==> config.mk <==
export PLATFORM = sky130hd
export DESIGN_NAME = pwr_seq_top
export DESIGN_NICKNAME = d
export VERILOG_FILES = /design/src/rtl/pwr_seq_pkg.sv /design/src/rtl/pwr_seq_timer.sv /design/src/rtl/pwr_seq_ctrl.sv /design/src/rtl/pwr_seq_top.sv
export SDC_FILE = /design/constraint.sdc
export NUM_CORES = 1
export LEC_CHECK = 0
export ABC_CLOCK_PERIOD_IN_PS = 1940
export CAP_MARGIN = 20
export CORE_UTILIZATION = 30
export CTS_CLUSTER_SIZE = 25
export DETAILED_ROUTE_END_ITERATION = 7
export HOLD_SLACK_MARGIN = 0.03
export PLACE_DENSITY = 0.52
export RECOVER_POWER = 25
export SYNTH_ARGS = -nofsm -noshare
export SYNTH_HDL_FRONTEND = slang
export SYNTH_SLANG_ARGS = --single-unit
==> constraint.sdc <==
create_clock -name clk -period 1.94 [get_ports clk]
set_input_delay 0.194 -clock clk [delete_from_list [all_inputs] [get_ports clk]]
set_output_delay 0.194 -clock clk [all_outputs]
set_load 0.1 [all_outputs]
==> src/rtl/pwr_seq_pkg.sv <==
package pwr_seq_pkg;
  typedef enum logic [1:0] {
    PS_STOPGRANT = 2'd0,
    PS_SLEEP     = 2'd1,
    PS_DEEP      = 2'd2,
    PS_SETTLE    = 2'd3
  } pwrState_t;

  typedef struct packed {
    logic cntClear;
    logic cntEnable;
    logic selSettle;
    logic clkRun;
  } seqStrobe_t;
endpackage

==> src/rtl/pwr_seq_timer.sv <==
module pwr_seq_timer
  import pwr_seq_pkg::*;
#(
  parameter int DWELL_TICKS  = 26,
  parameter int SETTLE_TICKS = 2
) (
  input  logic       clk,
  input  logic       rstN,
  input  seqStrobe_t strb,
  input  logic       msTick,
  input  logic       refClkP,
  input  logic       refClkN,
  output logic       limitHit,
  output logic       clkOutP,
  output logic       clkOutN
);
  localparam int MAX_TICKS = (DWELL_TICKS > SETTLE_TICKS) ? DWELL_TICKS : SETTLE_TICKS;
  localparam int CW = $clog2(MAX_TICKS + 1);
  localparam logic [CW-1:0] DWELL_L  = CW'(DWELL_TICKS);
  localparam logic [CW-1:0] SETTLE_L = CW'(SETTLE_TICKS);

  logic [CW-1:0] tickCnt;
  logic [CW-1:0] limitSel;

  assign limitSel = strb.selSettle ? SETTLE_L : DWELL_L;
  assign limitHit = (tickCnt == limitSel);

  always_ff @(posedge clk or negedge rstN) begin
    if (!rstN)                                      tickCnt <= '0;
    else if (strb.cntClear)                         tickCnt <= '0;
    else if (strb.cntEnable && msTick && !limitHit) tickCnt <= tickCnt + 1'b1;
  end

  // parked levels while the clock is stopped: phase 0 low, phase 1 high
  assign clkOutP = strb.clkRun ? refClkP : 1'b0;
  assign clkOutN = strb.clkRun ? refClkN : 1'b1;
endmodule

==> src/rtl/pwr_seq_ctrl.sv <==
module pwr_seq_ctrl
  import pwr_seq_pkg::*;
(
  input  logic       clk,
  input  logic       rstN,
  input  logic       enterReq,
  input  logic       wakeReq,
  input  logic       busActive,
  input  logic       limitHit,
  output seqStrobe_t strb,
  output pwrState_t  state,
  output logic       sleepN,
  output logic       busBlock
);
  pwrState_t nxt;
  logic wakePending;
  logic returning;

  always_comb begin
    nxt            = state;
    strb.cntEnable = 1'b0;
    strb.selSettle = 1'b0;
    unique case (state)
      PS_STOPGRANT: if (enterReq && !busActive) nxt = PS_SLEEP;
      PS_SLEEP: begin
        if (returning || wakeReq) nxt = PS_STOPGRANT;
        else if (!busActive)      nxt = PS_DEEP;
      end
      PS_DEEP: begin
        strb.cntEnable = 1'b1;
        if (limitHit && (wakePending || wakeReq)) nxt = PS_SETTLE;
      end
      PS_SETTLE: begin
        strb.cntEnable = 1'b1;
        strb.selSettle = 1'b1;
        if (limitHit) nxt = PS_SLEEP;
      end
      default: nxt = PS_STOPGRANT;
    endcase
    strb.cntClear = (nxt != state);
    strb.clkRun   = (state != PS_DEEP);
  end

  always_ff @(posedge clk or negedge rstN) begin
    if (!rstN) begin
      state       <= PS_STOPGRANT;
      wakePending <= 1'b0;
      returning   <= 1'b0;
    end else begin
      state       <= nxt;
      wakePending <= (state == PS_DEEP && nxt == PS_DEEP) ? (wakePending | wakeReq) : 1'b0;
      returning   <= (state == PS_SETTLE);
    end
  end

  assign sleepN   = (state == PS_STOPGRANT);
  assign busBlock = (state == PS_DEEP) || (state == PS_SETTLE) ||
                    (state == PS_SLEEP && returning);
endmodule

==> src/rtl/pwr_seq_top.sv <==
module pwr_seq_top
  import pwr_seq_pkg::*;
#(
  parameter int DWELL_MS  = 25,
  parameter int SETTLE_MS = 1
) (
  input  logic       clk,
  input  logic       rstN,
  input  logic       enterReq,
  input  logic       wakeReq,
  input  logic       msTick,
  input  logic       busActive,
  input  logic       refClkP,
  input  logic       refClkN,
  output logic       sleepN,
  output logic       clkRunEn,
  output logic       clkOutP,
  output logic       clkOutN,
  output logic [1:0] pwrState,
  output logic       busBlock
);
  // one extra tick covers the partial first millisecond
  localparam int DWELL_TICKS  = DWELL_MS + 1;
  localparam int SETTLE_TICKS = SETTLE_MS + 1;

  seqStrobe_t strb;
  pwrState_t  state;
  logic       limitHit;

  pwr_seq_ctrl u_ctrl (
    .clk(clk), .rstN(rstN), .enterReq(enterReq), .wakeReq(wakeReq),
    .busActive(busActive), .limitHit(limitHit), .strb(strb),
    .state(state), .sleepN(sleepN), .busBlock(busBlock)
  );

  pwr_seq_timer #(.DWELL_TICKS(DWELL_TICKS), .SETTLE_TICKS(SETTLE_TICKS)) u_timer (
    .clk(clk), .rstN(rstN), .strb(strb), .msTick(msTick),
    .refClkP(refClkP), .refClkN(refClkN), .limitHit(limitHit),
    .clkOutP(clkOutP), .clkOutN(clkOutN)
  );

  assign clkRunEn = strb.clkRun;
  assign pwrState = state;
endmodule

==> results.json <==
{
  "outcome": "complete, no violations",
  "syn_avg_cell_area_sq_um": 9.68,
  "ys_seq_area_frac": 0.381,
  "cts_buffers": 3,
  "pre_cts_ws_ps": 291,
  "fmax_ghz": 0.587,
  "clk_pin_slew_ps": 70,
  "maxSlewViolCount": 0,
  "antenna_cells": 0,
  "cts_buffer_depth": 2,
  "synth.most_common_cell": "dfrtp_1",
  "maxCapViolCount": 0,
  "dpl.hpwl_um": 1000,
  "floorplan.initialDensity": 0.331,
  "wl_per_cell_um": 12.4,
  "root_buffer": "clkbuf_4",
  "ios": 15,
  "clock_skew_ps": 6.29,
  "grt_pass1_vias": 507,
  "worstSetupStartpointType": "flop",
  "period_needed_ps": 1700,
  "cp-end-kind": "output port",
  "finalSetupViolations": 0,
  "synth_common_cells": "dfrtp_1 (9), nor2_1 (6)",
  "grt_util_all_layers": 0.142,
  "synth_ff_type": "dfrtp_1",
  "vias": 505,
  "synth_top_cell_area_share": 0.381,
  "dr.pass1.iters": 4,
  "postSynth.asyncResetShare": 1.00,
  "fillCellCount": 169,
  "drive_gt1_frac": 0.312,
  "worst_slack_ps": 237,
  "synthCells": 61,
  "min_path_type": "input pin to async pin",
  "cts-resized-gates": 0,
  "multi_input_area_sq_um": 355,
  "rows": 15,
  "grt_pass1_wl_um": 2080,
  "worst-slew-pin-transition_ps": 395,
  "die-area_sq_um": 2150,
  "port_buffers": 14,
  "synth_seq_cells": 9,
  "path_class": "flop to output port",
  "antenna_found_initial": 0,
  "hold_violations": 0,
  "finalCritPeriodShare": 0.878,
  "gr-total-overflow": 0,
  "grt_max_degree": 10,
  "drtIter0Drc": 5,
  "cp_max_fo": 8,
  "cts.sinks": 9,
  "core_area_sq_um": 1780,
  "fin_cells": 102,
  "synth-edff-count": 0,
  "cts_max_level": 1,
  "clk_latency_ps": 260,
  "area_growth_pct": 40.7,
  "seqCellArea_sq_um": 233,
  "syn_nets": 71,
  "cts_tree": "built",
  "gp_congestion": 0.794,
  "drc": 0,
  "viasPerCell": 4.95,
  "synthTopCellsByArea": "dfrtp_1 (38%), ha_1 (4.2%), nor2_1 (3.8%), and2_1 (3.2%), nand2b_1 (3.2%)",
  "ctsHoldBuffers": 0,
  "nets": 88,
  "ys.warnings.count": 0,
  "rsz0062_at_grt": "false",
  "slew_headroom": 0.729,
  "antenna_left": 0,
  "die_h_um": 46.4,
  "crit_required_ps": 1750,
  "arrival_ps": 1510,
  "synth_area_sq_um": 591,
  "routed_wl_um": 1260,
  "synth_cell_types": 33,
  "yosys.area.top_type": "dfrtp_1",
  "fp.dieW_um": 46.4,
  "dp_cells": 98,
  "post-cts-setup-buffers": 0
}
==> sequential cells by signal (all words and copies together) (netlist names) <==
name / count
u_timer.tickCnt: 5
u_ctrl.wakePending: 1
u_ctrl.state: 2
u_ctrl.returning: 1
==> final timing paths <==
kind	endpoint	from	slack, ps	cells past startpoint
worst max-delay path	clkOutP	u_ctrl.state[0]$_DFF_PN0_	240	4
max in group asynchronous	u_ctrl.state[1]$_DFF_PN0_	rstN	1340	1
min in group clk	u_ctrl.state[0]$_DFF_PN0_	enterReq	550	3
worst max register to register	u_timer.tickCnt[1]$_DFFE_PN0P_	u_timer.tickCnt[0]$_DFFE_PN0P_	300	6
worst min register to register	u_ctrl.wakePending$_DFF_PN0_	u_ctrl.wakePending$_DFF_PN0_	610	2
worst min-delay path	u_timer.tickCnt[2]$_DFFE_PN0P_	rstN	290	1
==> cell type report <==
cell class	count	share of cell area
well taps	25	0.0377
clock buffers	3	0.0271
multi-input cells	48	0.428
repair buffers	14	0.208
flip-flops and latches	9	0.280
inverters	2	0.0136
clock inverters	1	0.00602
==> critical path: stages (launching register included) <==
cell	delay [ps]
dfrtp_4	510
and2b_2	270
clkinvlp_4	140
and2_4	170
buf_12	160
==> per-layer routing <==
| layer | GRT usage | vias up | share of wire |
|---|---|---|---|
| met5 | 0 | - | 0 |
| met4 | 0.0647 | 0 | 0.0063 |
| met3 | 0.0745 | 2 | 0.079 |
| met2 | 0.206 | 16 | 0.49 |
| met1 | 0.171 | 237 | 0.43 |
| li1 | - | 250 | - |
==> per-stage QoR <==
| stage | utilization | TNS, ps | instance area [sq um] | hold slack, ps |
|---|---|---|---|---|
| 2_1_floorplan | - | -142 | 614 | -102 |
| 6_report | 0.466 | 0 | 831 | 285 |
| 3_5_place_dp | 0.451 | 0 | 803 | 510 |
| 4_1_cts | 0.466 | 0 | 831 | 225 |
| 3_3_place_gp | 0.451 | 0 | 803 | 510 |
| 5_1_grt | 0.466 | 0 | 831 | 314 |
==> cell families (layout without fill, tap and decap cells) <==
group,Yosys count,after routing,synth area share
AOI/OAI and AO/OA,13,13,0.163
DFF,9,9,0.381
and+or+nand+nor,29,29,0.303
adders and majority gates,2,2,0.0424
xor gates and xnor gates,2,2,0.0297
muxes,2,2,0.0424
buffers and inverters,4,20,0.0381
==> cell usage in the layout, fill, tap and decap left out, drive strengths merged <==
| cell type | instances |
|---|---|
| nand4 | 2 |
| and2b | 1 |
| a21oi | 3 |
| clkdlybuf4s50 | 6 |
| dlygate4sd3 | 1 |
| nand2b | 3 |
| nor2 | 6 |
| nor2b | 1 |
| a2bb2oi | 2 |
| buf | 7 |
| inv | 1 |
| nand3 | 1 |
| xor2 | 2 |
| nor4b | 2 |
| o21ai | 1 |
| clkinvlp | 1 |
| clkbuf | 3 |
| nand3b | 1 |
| dfrtp | 9 |
| o211ai | 1 |
| o21a | 1 |
| and2 | 4 |
| ha | 2 |
| nor3 | 3 |
| mux2i | 1 |
| or3 | 1 |
| nand2 | 3 |
| a211o | 1 |
| a21o | 1 |
| mux2 | 1 |
| a211oi | 2 |
| a31oi | 1 |
| or2b | 1 |
| clkinv | 1 |
Power is left out: the tool's default activity adds up to more than one toggle a clock period on the data nets, which glitch-free logic cannot reach.
